===== config.mk =====
export PLATFORM = sky130hd
export DESIGN_NAME = ide_irq_regs
export DESIGN_NICKNAME = d
export VERILOG_FILES = /design/src/rtl/ide_irq_pkg.sv /design/src/rtl/ide_irq_chan_status.sv /design/src/rtl/ide_irq_ctrl_regs.sv /design/src/rtl/ide_irq_out_stage.sv /design/src/rtl/ide_irq_regs.sv
export SDC_FILE = /design/constraint.sdc
export NUM_CORES = 1
export LEC_CHECK = 0
export ABC_AREA = 1
export ABC_CLOCK_PERIOD_IN_PS = 800
export CAP_MARGIN = 40
export CORE_UTILIZATION = 34
export CTS_BUF_LIST = sky130_fd_sc_hd__clkbuf_2 sky130_fd_sc_hd__clkbuf_4 sky130_fd_sc_hd__clkbuf_8
export DETAILED_ROUTE_END_ITERATION = 8
export PLACE_DENSITY = 0.75
export SYNTH_ARGS = -nofsm -noshare
export SYNTH_HDL_FRONTEND = slang
export SYNTH_SLANG_ARGS = --single-unit

===== constraint.sdc =====
create_clock -name clk -period 0.8 [get_ports clk]
set_input_delay 0.16 -clock clk [delete_from_list [all_inputs] [get_ports clk]]
set_output_delay 0.16 -clock clk [all_outputs]
set_load 0.02 [all_outputs]

===== src/rtl/ide_irq_pkg.sv =====
package ide_irq_pkg;

  localparam int NUM_CH = 2;
  localparam int BYTE_W = 8;
  localparam int KEY_BIT = 7;

  // Byte returned at the control offset: channel-0 status
  function automatic logic [BYTE_W-1:0] fn_ch0_byte(input logic bm, input logic drv);
    fn_ch0_byte = {{(BYTE_W-2){1'b0}}, bm, drv};
  endfunction

  // Byte returned at the mask offset
  function automatic logic [BYTE_W-1:0] fn_mask_byte(input logic strap, input logic bm1,
                                                      input logic drv1, input logic [1:0] msk);
    fn_mask_byte = {{(BYTE_W-5){1'b0}}, strap, bm1, drv1, msk};
  endfunction

  // Line level for one channel
  function automatic logic fn_irq_level(input logic pend, input logic masked, input logic pol_low);
    fn_irq_level = (pend & ~masked) ^ pol_low;
  endfunction

  function automatic logic fn_key_ok(input logic [BYTE_W-1:0] d);
    fn_key_ok = d[KEY_BIT];
  endfunction

endpackage


===== src/rtl/ide_irq_chan_status.sv =====
module ide_irq_chan_status (
  input  logic clk,
  input  logic rst_n,
  input  logic drv_evt,
  input  logic bm_evt,
  input  logic clr,
  output logic drv_rise,
  output logic bm_rise,
  output logic drv_st,
  output logic bm_st
);
  logic drv_prev, bm_prev;

  assign drv_rise = drv_evt & ~drv_prev;
  assign bm_rise  = bm_evt & ~bm_prev;

  always_ff @(posedge clk or negedge rst_n) begin
    if (!rst_n) begin
      drv_prev <= 1'b0;
      bm_prev  <= 1'b0;
      drv_st   <= 1'b0;
      bm_st    <= 1'b0;
    end else begin
      drv_prev <= drv_evt;
      bm_prev  <= bm_evt;
      // a new rise wins over a clear in the same cycle
      drv_st   <= drv_rise | (drv_st & ~clr);
      bm_st    <= bm_rise | (bm_st & ~clr);
    end
  end
endmodule


===== src/rtl/ide_irq_ctrl_regs.sv =====
module ide_irq_ctrl_regs
  import ide_irq_pkg::*;
#(
  parameter int ADDR_W   = 2,
  parameter int CTRL_OFS = 2,
  parameter int MASK_OFS = 3
) (
  input  logic              clk,
  input  logic              rst_n,
  input  logic              reg_wr,
  input  logic [ADDR_W-1:0] reg_addr,
  input  logic [BYTE_W-1:0] reg_wdata,
  output logic              ctrl_wr_ok,
  output logic              ctrl_wr_rej,
  output logic              mask_wr,
  output logic              legacy_q,
  output logic              test_q,
  output logic [NUM_CH-1:0] mask_q
);
  logic ctrl_hit;

  assign ctrl_hit    = reg_wr && (reg_addr == ADDR_W'(CTRL_OFS));
  assign ctrl_wr_ok  = ctrl_hit & fn_key_ok(reg_wdata);
  assign ctrl_wr_rej = ctrl_hit & ~fn_key_ok(reg_wdata);
  assign mask_wr     = reg_wr && (reg_addr == ADDR_W'(MASK_OFS));

  always_ff @(posedge clk or negedge rst_n) begin
    if (!rst_n) begin
      legacy_q <= 1'b0;
      test_q   <= 1'b0;
      mask_q   <= '0;
    end else begin
      if (ctrl_wr_ok) begin
        legacy_q <= reg_wdata[1];
        test_q   <= reg_wdata[0];
      end
      if (mask_wr) mask_q <= reg_wdata[NUM_CH-1:0];
    end
  end
endmodule


===== src/rtl/ide_irq_out_stage.sv =====
module ide_irq_out_stage
  import ide_irq_pkg::*;
(
  input  logic              clk,
  input  logic              rst_n,
  input  logic [NUM_CH-1:0] pend,
  input  logic [NUM_CH-1:0] mask,
  input  logic [NUM_CH-1:0] pol_low,
  output logic [NUM_CH-1:0] irq_out
);
  logic [NUM_CH-1:0] level_d;

  for (genvar c = 0; c < NUM_CH; c++) begin : g_lvl
    assign level_d[c] = fn_irq_level(pend[c], mask[c], pol_low[c]);
  end

  always_ff @(posedge clk or negedge rst_n) begin
    if (!rst_n) irq_out <= '0;
    else        irq_out <= level_d;
  end
endmodule


===== src/rtl/ide_irq_regs.sv =====
module ide_irq_regs
  import ide_irq_pkg::*;
#(
  parameter int ADDR_W   = 2,
  parameter int CTRL_OFS = 2,
  parameter int MASK_OFS = 3
) (
  input  logic              clk,
  input  logic              rst_n,
  input  logic              reg_wr,
  input  logic [ADDR_W-1:0] reg_addr,
  input  logic [7:0]        reg_wdata,
  output logic [7:0]        reg_rdata,
  input  logic [1:0]        drv_evt,
  input  logic [1:0]        bm_evt,
  input  logic [1:0]        clr_stb,
  input  logic [1:0]        pol_low,
  input  logic              legacy_strap,
  output logic              legacy_mode,
  output logic              test_mode,
  output logic [1:0]        irq_out
);
  logic [NUM_CH-1:0] drv_rise, bm_rise, drv_st, bm_st, pend, mask_q;
  logic ctrl_wr_ok, ctrl_wr_rej, mask_wr;

  for (genvar c = 0; c < NUM_CH; c++) begin : g_ch
    ide_irq_chan_status u_st (
      .clk      (clk),
      .rst_n    (rst_n),
      .drv_evt  (drv_evt[c]),
      .bm_evt   (bm_evt[c]),
      .clr      (clr_stb[c]),
      .drv_rise (drv_rise[c]),
      .bm_rise  (bm_rise[c]),
      .drv_st   (drv_st[c]),
      .bm_st    (bm_st[c])
    );
    assign pend[c] = drv_st[c] | bm_st[c];
  end

  ide_irq_ctrl_regs #(
    .ADDR_W   (ADDR_W),
    .CTRL_OFS (CTRL_OFS),
    .MASK_OFS (MASK_OFS)
  ) u_ctrl (
    .clk         (clk),
    .rst_n       (rst_n),
    .reg_wr      (reg_wr),
    .reg_addr    (reg_addr),
    .reg_wdata   (reg_wdata),
    .ctrl_wr_ok  (ctrl_wr_ok),
    .ctrl_wr_rej (ctrl_wr_rej),
    .mask_wr     (mask_wr),
    .legacy_q    (legacy_mode),
    .test_q      (test_mode),
    .mask_q      (mask_q)
  );

  ide_irq_out_stage u_out (
    .clk     (clk),
    .rst_n   (rst_n),
    .pend    (pend),
    .mask    (mask_q),
    .pol_low (pol_low),
    .irq_out (irq_out)
  );

  always_comb begin
    if (reg_addr == ADDR_W'(CTRL_OFS))
      reg_rdata = fn_ch0_byte(bm_st[0], drv_st[0]);
    else if (reg_addr == ADDR_W'(MASK_OFS))
      reg_rdata = fn_mask_byte(legacy_strap, bm_st[1], drv_st[1], mask_q);
    else
      reg_rdata = '0;
  end
endmodule


Word level (Yosys, flattened, before mapping)
Cells that the tools add are included.
- register bits after elaboration: 14
- input bits: 22
- word-level logic and storage cells: 45
- equality and inequality tests: 2
- muxes and demuxes: 2
- bitwise logic cells: 27
- reduce and logical (&&, ||, !) cells: 2
- operators with widths (kind ; number):
    1-bit bitwise AND ; 11
    5-bit 2-to-1 mux ; 2
    1-bit inverter ; 8
    1-bit OR ; 6
    2-bit == test, second input constant ; 2
    1-bit logical AND ; 2
    1-bit XOR ; 2

Depth between registers and ports, before layout
Gate-level depths: netlist of run 1.
- word-level depth: 3
- depth in mapped cells: 5

Cells and area by module
Synthesis of run 1 repeated with hierarchy kept, for this count alone.
- cells, all modules: 88
- area, all modules: 666.9 um^2
- by module, submodules not included (module ; instances ; cells each ; area an instance (um^2) ; seq. area each (um^2)):
    ide_irq_chan_status ; 2 ; 15 ; 141.4 ; 100.1
    ide_irq_ctrl_regs ; 1 ; 24 ; 190.2 ; 100.1
    ide_irq_out_stage ; 1 ; 14 ; 97.6 ; 50.0
    ide_irq_regs ; 1 ; 20 ; 96.3 ; 0.0

Worst setup path before layout of run 1
Ideal clock, no wire load.
- path type: flip-flop to output port
- start point: register u_ctrl.mask_q[0]
- end point: output port reg_rdata[0]
- data arrival time: 0.754 ns
- setup slack: -0.114 ns
- stages on the path, launching flop included: 3
- path through: dfrtp_1 > inv_1 > o22ai_1
- word-level cells in the longest chain between the ends: 2
- ends and longest elaborated chain (item ; line ; source):
    from (decl) ; ide_irq_ctrl_regs.sv:18 ; output logic [NUM_CH-1:0] mask_q
    from (signal assigned) ; ide_irq_ctrl_regs.sv:37 ; if (mask_wr) mask_q <= reg_wdata[NUM_CH-1:0];
    5-bit 2-to-1 mux ; ide_irq_regs.sv:71 ; else if (reg_addr == ADDR_W'(MASK_OFS))
    5-bit 2-to-1 mux ; ide_irq_regs.sv:69 ; if (reg_addr == ADDR_W'(CTRL_OFS))
    to (decl) ; ide_irq_regs.sv:13 ; output logic [7:0] reg_rdata,
Every way passes these cells.

Final worst setup path of run 1
Ends and elaborated chain as after synthesis.

==> results of run 1 <==
-- sequential cells by signal, indices dropped and copies added, names as in the netlist --
name / cells
g_ch.u_st.bm_prev: 2
g_ch.u_st.bm_st: 2
g_ch.u_st.drv_prev: 2
g_ch.u_st.drv_st: 2
u_ctrl.mask_q: 2
u_out.irq_out: 2
u_ctrl.legacy_q: 1
u_ctrl.test_q: 1
-- timing repair --
action / CTS / global route
resized for setup: 73 / 10
buffers inserted: 2 / 1
endpoints found under the setup margin: 15 / 14
hold buffers: 0 / 0
pin swaps: 10 / 7
-- layout by cell type (no fill, tap or decap) --
master / n
buf_12: 1
buf_2: 1
buf_4: 9
buf_6: 11
clkbuf_4: 3
clkbuf_8: 1
clkdlybuf4s50_1: 12
conb_1: 3
dfrtp_1: 14
dlygate4sd2_1: 1
dlymetal6s2s_1: 1
inv_1: 7
inv_2: 8
nand2_1: 16
nand2_2: 4
nand2_4: 2
nand3_1: 3
nand3b_1: 2
nor2_1: 1
nor2_2: 3
o22ai_1: 4
o22ai_4: 2
-- routing by layer --
layer	vias up	track usage	share of wire	wire length, um
met2	16	0.259	0.53	710
met3	4	0.0327	0.056	76
li1	283	-	-	-
met1	268	0.203	0.39	520
met4	0	0.139	0.029	39
met5	-	0	0	0
-- power by group through the flow --
stage          combinational [W]  sequential (W)  clock (W)
2_1_floorplan           0.000201        0.000871          0
3_3_place_gp            0.000544        0.000825          0
3_5_place_dp            0.000554        0.000828          0
4_1_cts                 0.000594        0.000825   0.000525
5_1_grt                 0.000651        0.000836   0.000567
6_report                0.000597        0.000827   0.000512
-- logic make-up after synthesis --
family / after synthesis / share of synthesized area
compound gates: 6 / 0.0625
flops: 14 / 0.583
buf+inv: 18 / 0.131
other cells: 1 / 0.00624
simple gates: 31 / 0.217
-- per-stage QoR --
step                utilization  TNS, ns
global route              0.671    -2.34
global placement          0.622    -8.07
CTS                       0.662    -2.01
floorplan                     -  -0.0132
finish                    0.671    -1.89
detailed placement        0.622    -8.43
-- area by class of cell --
cell class | count | area (um^2) | share of cell area
timing repair buffer | 36 | 358 | 0.338
sequential | 14 | 350 | 0.331
multi-input combinational | 40 | 236 | 0.224
inverter | 15 | 56.3 | 0.0533
clock buffer | 4 | 36.3 | 0.0343
tap | 16 | 20.0 | 0.0189
-- how the worst min path moves through the flow --
stage,from,to,slack [ns],depth (start not counted)
6_report,rst_n,u_out.irq_out[1],0.19,2
5_1_grt,rst_n,u_out.irq_out[1],0.20,2
4_1_cts,rst_n,u_out.irq_out[0],0.20,2
3_5_place_dp,g_ch[1].u_st.drv_prev,g_ch[1].u_st.drv_st,0.42,1
3_3_place_gp,g_ch[1].u_st.drv_prev,g_ch[1].u_st.drv_st,0.41,1
2_1_floorplan,rst_n,g_ch[0].u_st.bm_prev,-0.14,0
==> results.cfg, run 1 <==
[placement]
finalWeightedCongestion = 0.758
io_buffers = 25
post-place-ws_ns = -1.06
place_area_um2 = 981
place_hpwl_mm = 1.03
dp.cells = 121

[synthesis]
synth_top_area_cell = dfrtp_1
seq_area_frac_synth = 0.583
synthFlopType = dfrtp_1
yosysWarnings = 0
ys_top_cells_by_area = dfrtp_1, nand2_1, inv_1, o22ai_1, buf_4
synth_top_area_frac = 0.583
synth_edf_count = 0
async_flop_share = 1.00
synth_cell_types = 11
syn_area_um2 = 601
synth_commonest_cells = nand2_1, dfrtp_1, inv_1
yosysMostFrequentCell = nand2_1
syn_avg_cell_area_um2 = 8.58
ys_ff_latch = 14
netlist_instances = 70

[sta]
setup_viol = 10
final_max_slew_viol_count = 0
worst_slack_ns = -0.351
rsz0062_at_grt = true
fin_crit_ns = 1.15
hold_viol = 0
max_freq_mhz = 869
finClkSkew_ns = 0.00433
holdWs_ns = 0.193
final.period_utilization = 1.44

[detailed_routing]
firstDrtPassIters = 8
wire_per_inst_um = 10.8
vias = 571
drtIter0Drc = 9
routed_via_density = 4.57
wirelength_mm = 1.35
drtAntennaViolNets = 0
drc = 1

[floorplanning]
io_pins = 34
rows = 14
die_x_um = 44.0
initial_core_util = 0.381
coreArea_um2 = 1580
die_area_um2 = 1940
dieHeight_um = 44.0

[finish]
area_growth_pct = 76.0
fin_area_um2 = 1060
antenna_cells = 0
fillCellCount = 112
final_nets = 132
drive_gt1_frac = 0.413
final_cells = 125

[pwr]
fin_total_pwr_w = 0.00194
p_sw_frac = 0.286
power.switching_w = 0.000554
p_int_w = 0.00138
p_leak_nw = 0.560
p_comb_frac = 0.308
peakVddDrop_mv = 1.13
p_clk_frac = 0.264
p_per_area_nw_per_um2 = 1830
seq_power_share = 0.427

[run_status]
violations = design-rule violations, negative setup slack
status = complete, but fails checks

[critical_path]
critPathCaptureType = output port
critPathMaxFanout = 2
worst_ep_arrival_time_ns = 0.99
reg2reg_depth = 5
cpPeakStageDelay_ns = 0.38
crit_cells = 3
crit_chain = inv_2 > o22ai_4 > buf_6
timing.rr.start = u_ctrl.mask_q[0]
startpoint = u_ctrl.mask_q[0]
cp_data_required_time_ns = 0.64
r2r-end = u_out.irq_out[0]
cp_top_family = flip-flops
start_kind = register
crit_type = reg -> out
slowest_stage = dfrtp_1
rrSetupSlack_ns = -0.05
cp.buffers_inverters = 2
endpoint = reg_rdata[0]

[global_routing]
grt.total_usage = 0.168
grt_pass1_wl_mm = 2.29
antenna_found_initial = 0
grt_pass1_vias = 562
gr-total-overflow = 0
grt_max_degree = 15

[clock_tree]
clk_path_buf_depth = 2
tritoncts = yes
insertion_delay_ns = 0.28
cts_buffers = 3
htreeDepth = 1
path_clk_slew_ns = 0.09
root_buffer = clkbuf_4
clock_sinks = 14

[min_path]
hold_class = in -> async

[run]
drv_cap = 0
No activity file was read; power rests on OpenSTA's default activity.
==> run 2, diff against run 1 <==
- CORE_AREA: not set -> 2 2 39 41
- CORE_UTILIZATION: 34 -> not set
- DIE_AREA: not set -> 0 0 41 43
- DONT_BUFFER_PORTS: not set -> 1
- PLACE_DENSITY: 0.75 -> 0.62
==> run 2 against run 1 <==
  * The flow finishes with violations (negative hold slack, negative setup slack)
  * Core utilization fell by 2.9 points
  * First-iteration DRC count decreased by 11%
  * Sequential power up 6.4%
  * Fmax increased by 6.0%
  * Via count down 10%
  * Worst hold slack worse by 0.23 ns
  * Combinational power decreased by 32%
  * Total power fell by 14%
  * Critical path type unchanged
  * Largest power group unchanged
==> results.cfg, run 2 (same netlist as run 1, synthesis figures left out) <==
[run_status]
status = complete, but fails checks
violations = negative hold slack, negative setup slack

[detailed_routing]
drtAntennaViolNets = 0
routed_via_density = 4.70
firstDrtPassIters = 4
drc = 0
drtIter0Drc = 8
wirelength_mm = 1.24
vias = 512
wire_per_inst_um = 11.4

[min_path]
hold_class = in -> async

[clock_tree]
ctsHoldBuffers = 10
root_buffer = clkbuf_4
clk_path_buf_depth = 2
cts_buffers = 3
insertion_delay_ns = 0.27
clock_sinks = 14
path_clk_slew_ns = 0.08
htreeDepth = 1
tritoncts = yes

[global_routing]
antenna_found_initial = 0
grt.total_usage = 0.164
grt_pass1_wl_mm = 1.92
grt_max_degree = 15
gr-total-overflow = 0
grt_pass1_vias = 497

[critical_path]
slowest_stage = dfrtp_1
worst_ep_arrival_time_ns = 0.93
crit_type = reg -> out
start_kind = register
critPathCaptureType = output port
cp_top_family = flip-flops
crit_chain = inv_2 > o22ai_4
cpPeakStageDelay_ns = 0.38
critPathMaxFanout = 2
cp.buffers_inverters = 1
cp_data_required_time_ns = 0.64

[finish]
area_growth_pct = 47.9
mostFrequentLayoutCells = nand2_1, dfrtp_1, dlygate4sd3_1
final_nets = 117
drive_gt1_frac = 0.366
antenna_cells = 0
final_common_cell = nand2_1

[pwr]
p_per_area_nw_per_um2 = 1870
p_leak_nw = 0.466
fin_total_pwr_w = 0.00166
peakVddDrop_mv = 1.03

[sta]
hold_viol = 14
tightest_slew_ns = 0.612
setup_viol = 13
fin_tns_setup_ns = -1.45
final_max_slew_viol_count = 0
fin_crit_ns = 1.09
rsz0062_at_grt = true
final.period_utilization = 1.36
holdWs_ns = -0.0390
relSlewSlack = 0.592
finClkSkew_ns = 0.000590
max_freq_mhz = 921
worst_slack_ns = -0.285

[floorplanning]
rows = 14
coreArea_um2 = 1380
initial_core_util = 0.434
die_x_um = 41
die_area_um2 = 1760
io_pins = 34
dieHeight_um = 43

[placement]
finalWeightedCongestion = 0.667
place_hpwl_um = 817
post-place-ws_ns = -0.0262
io_buffers = 0

[run]
drv_cap = 0
==> run 2: cell types whose count changed in the layout (fill, tap and decap cells not counted), sizes merged <==
| cell | before | now |
|---|---|---|
| dlygate4sd3 | 0 | 9 |
| dlygate4sd2 | 1 | 0 |
| dlymetal6s4s | 0 | 1 |
| buf | 22 | 11 |
| clkbuf | 4 | 3 |
| clkdlybuf4s50 | 12 | 0 |
| dlymetal6s2s | 1 | 0 |
==> run 2: layer usage <==
layer / GRT usage / vias up / share of wire
met5: 0 / - / 0
met3: 0.0628 / 0 / 0.10
met2: 0.247 / 23 / 0.51
li1: - / 258 / -
met4: 0.0800 / 0 / 0
met1: 0.194 / 231 / 0.38
==> run 2: path summary, 6_finish.rpt <==
kind	end	cells past startpoint	start	slack (ns)
worst max-delay path	reg_rdata[1]	2	u_ctrl.mask_q[1]	-0.29
worst min-delay path	g_ch[0].u_st.bm_st	1	rst_n	-0.04
worst max register to register	u_ctrl.mask_q[1]	4	u_ctrl.mask_q[1]	-0.05
worst min register to register	g_ch[0].u_st.drv_st	1	g_ch[0].u_st.drv_prev	0.43
max in group asynchronous	u_ctrl.legacy_q	1	rst_n	0.41
min in group clk	u_ctrl.legacy_q	2	reg_wdata[1]	0.02
==> run 2: timing repair <==
item                                   4_1_cts  5_1_grt
setup endpoints to repair                   10       25
resized for setup                           10       12
pin swaps                                    5        6
endpoints found under the hold margin       25        7
buffers inserted                             5        2
==> run 2: power breakdown <==
| part | internal, W | leakage, nW | switching [W] | total, W |
|---|---|---|---|---|
| clock | 0.000174 | 0.0138 | 0.000203 | 0.000377 |
| combinational | 0.000208 | 0.288 | 0.000199 | 0.000407 |
| sequential | 0.000794 | 0.165 | 0.0000861 | 0.000880 |
==> run 2: worst register-to-register path, cell delays in order, from the launching register on <==
cell,delay (ns)
dfrtp_1,0.40
buf_4,0.15
buf_6,0.10
nand2_2,0.05
nand2_2,0.04
==> run 2: cell type report <==
class	instances	area, um^2
Multi-Input combinational cell	40	230
Fill cell	124	495
Tap cell	16	20.0
Inverter	15	56.3
Clock buffer	3	22.5
Sequential cell	14	355
Timing Repair Buffer	21	204
==> run 2: per-stage QoR <==
step / instance area [um^2] / hold WS [ns] / cells / utilization
floorplan: 638 / -0.136 / 72 / -
global placement: 673 / -0.135 / 90 / 0.486
detailed placement: 673 / -0.135 / 90 / 0.486
CTS: 846 / 0.0130 / 108 / 0.611
global route: 888 / -0.00334 / 109 / 0.642
finish: 888 / -0.0390 / 109 / 0.642
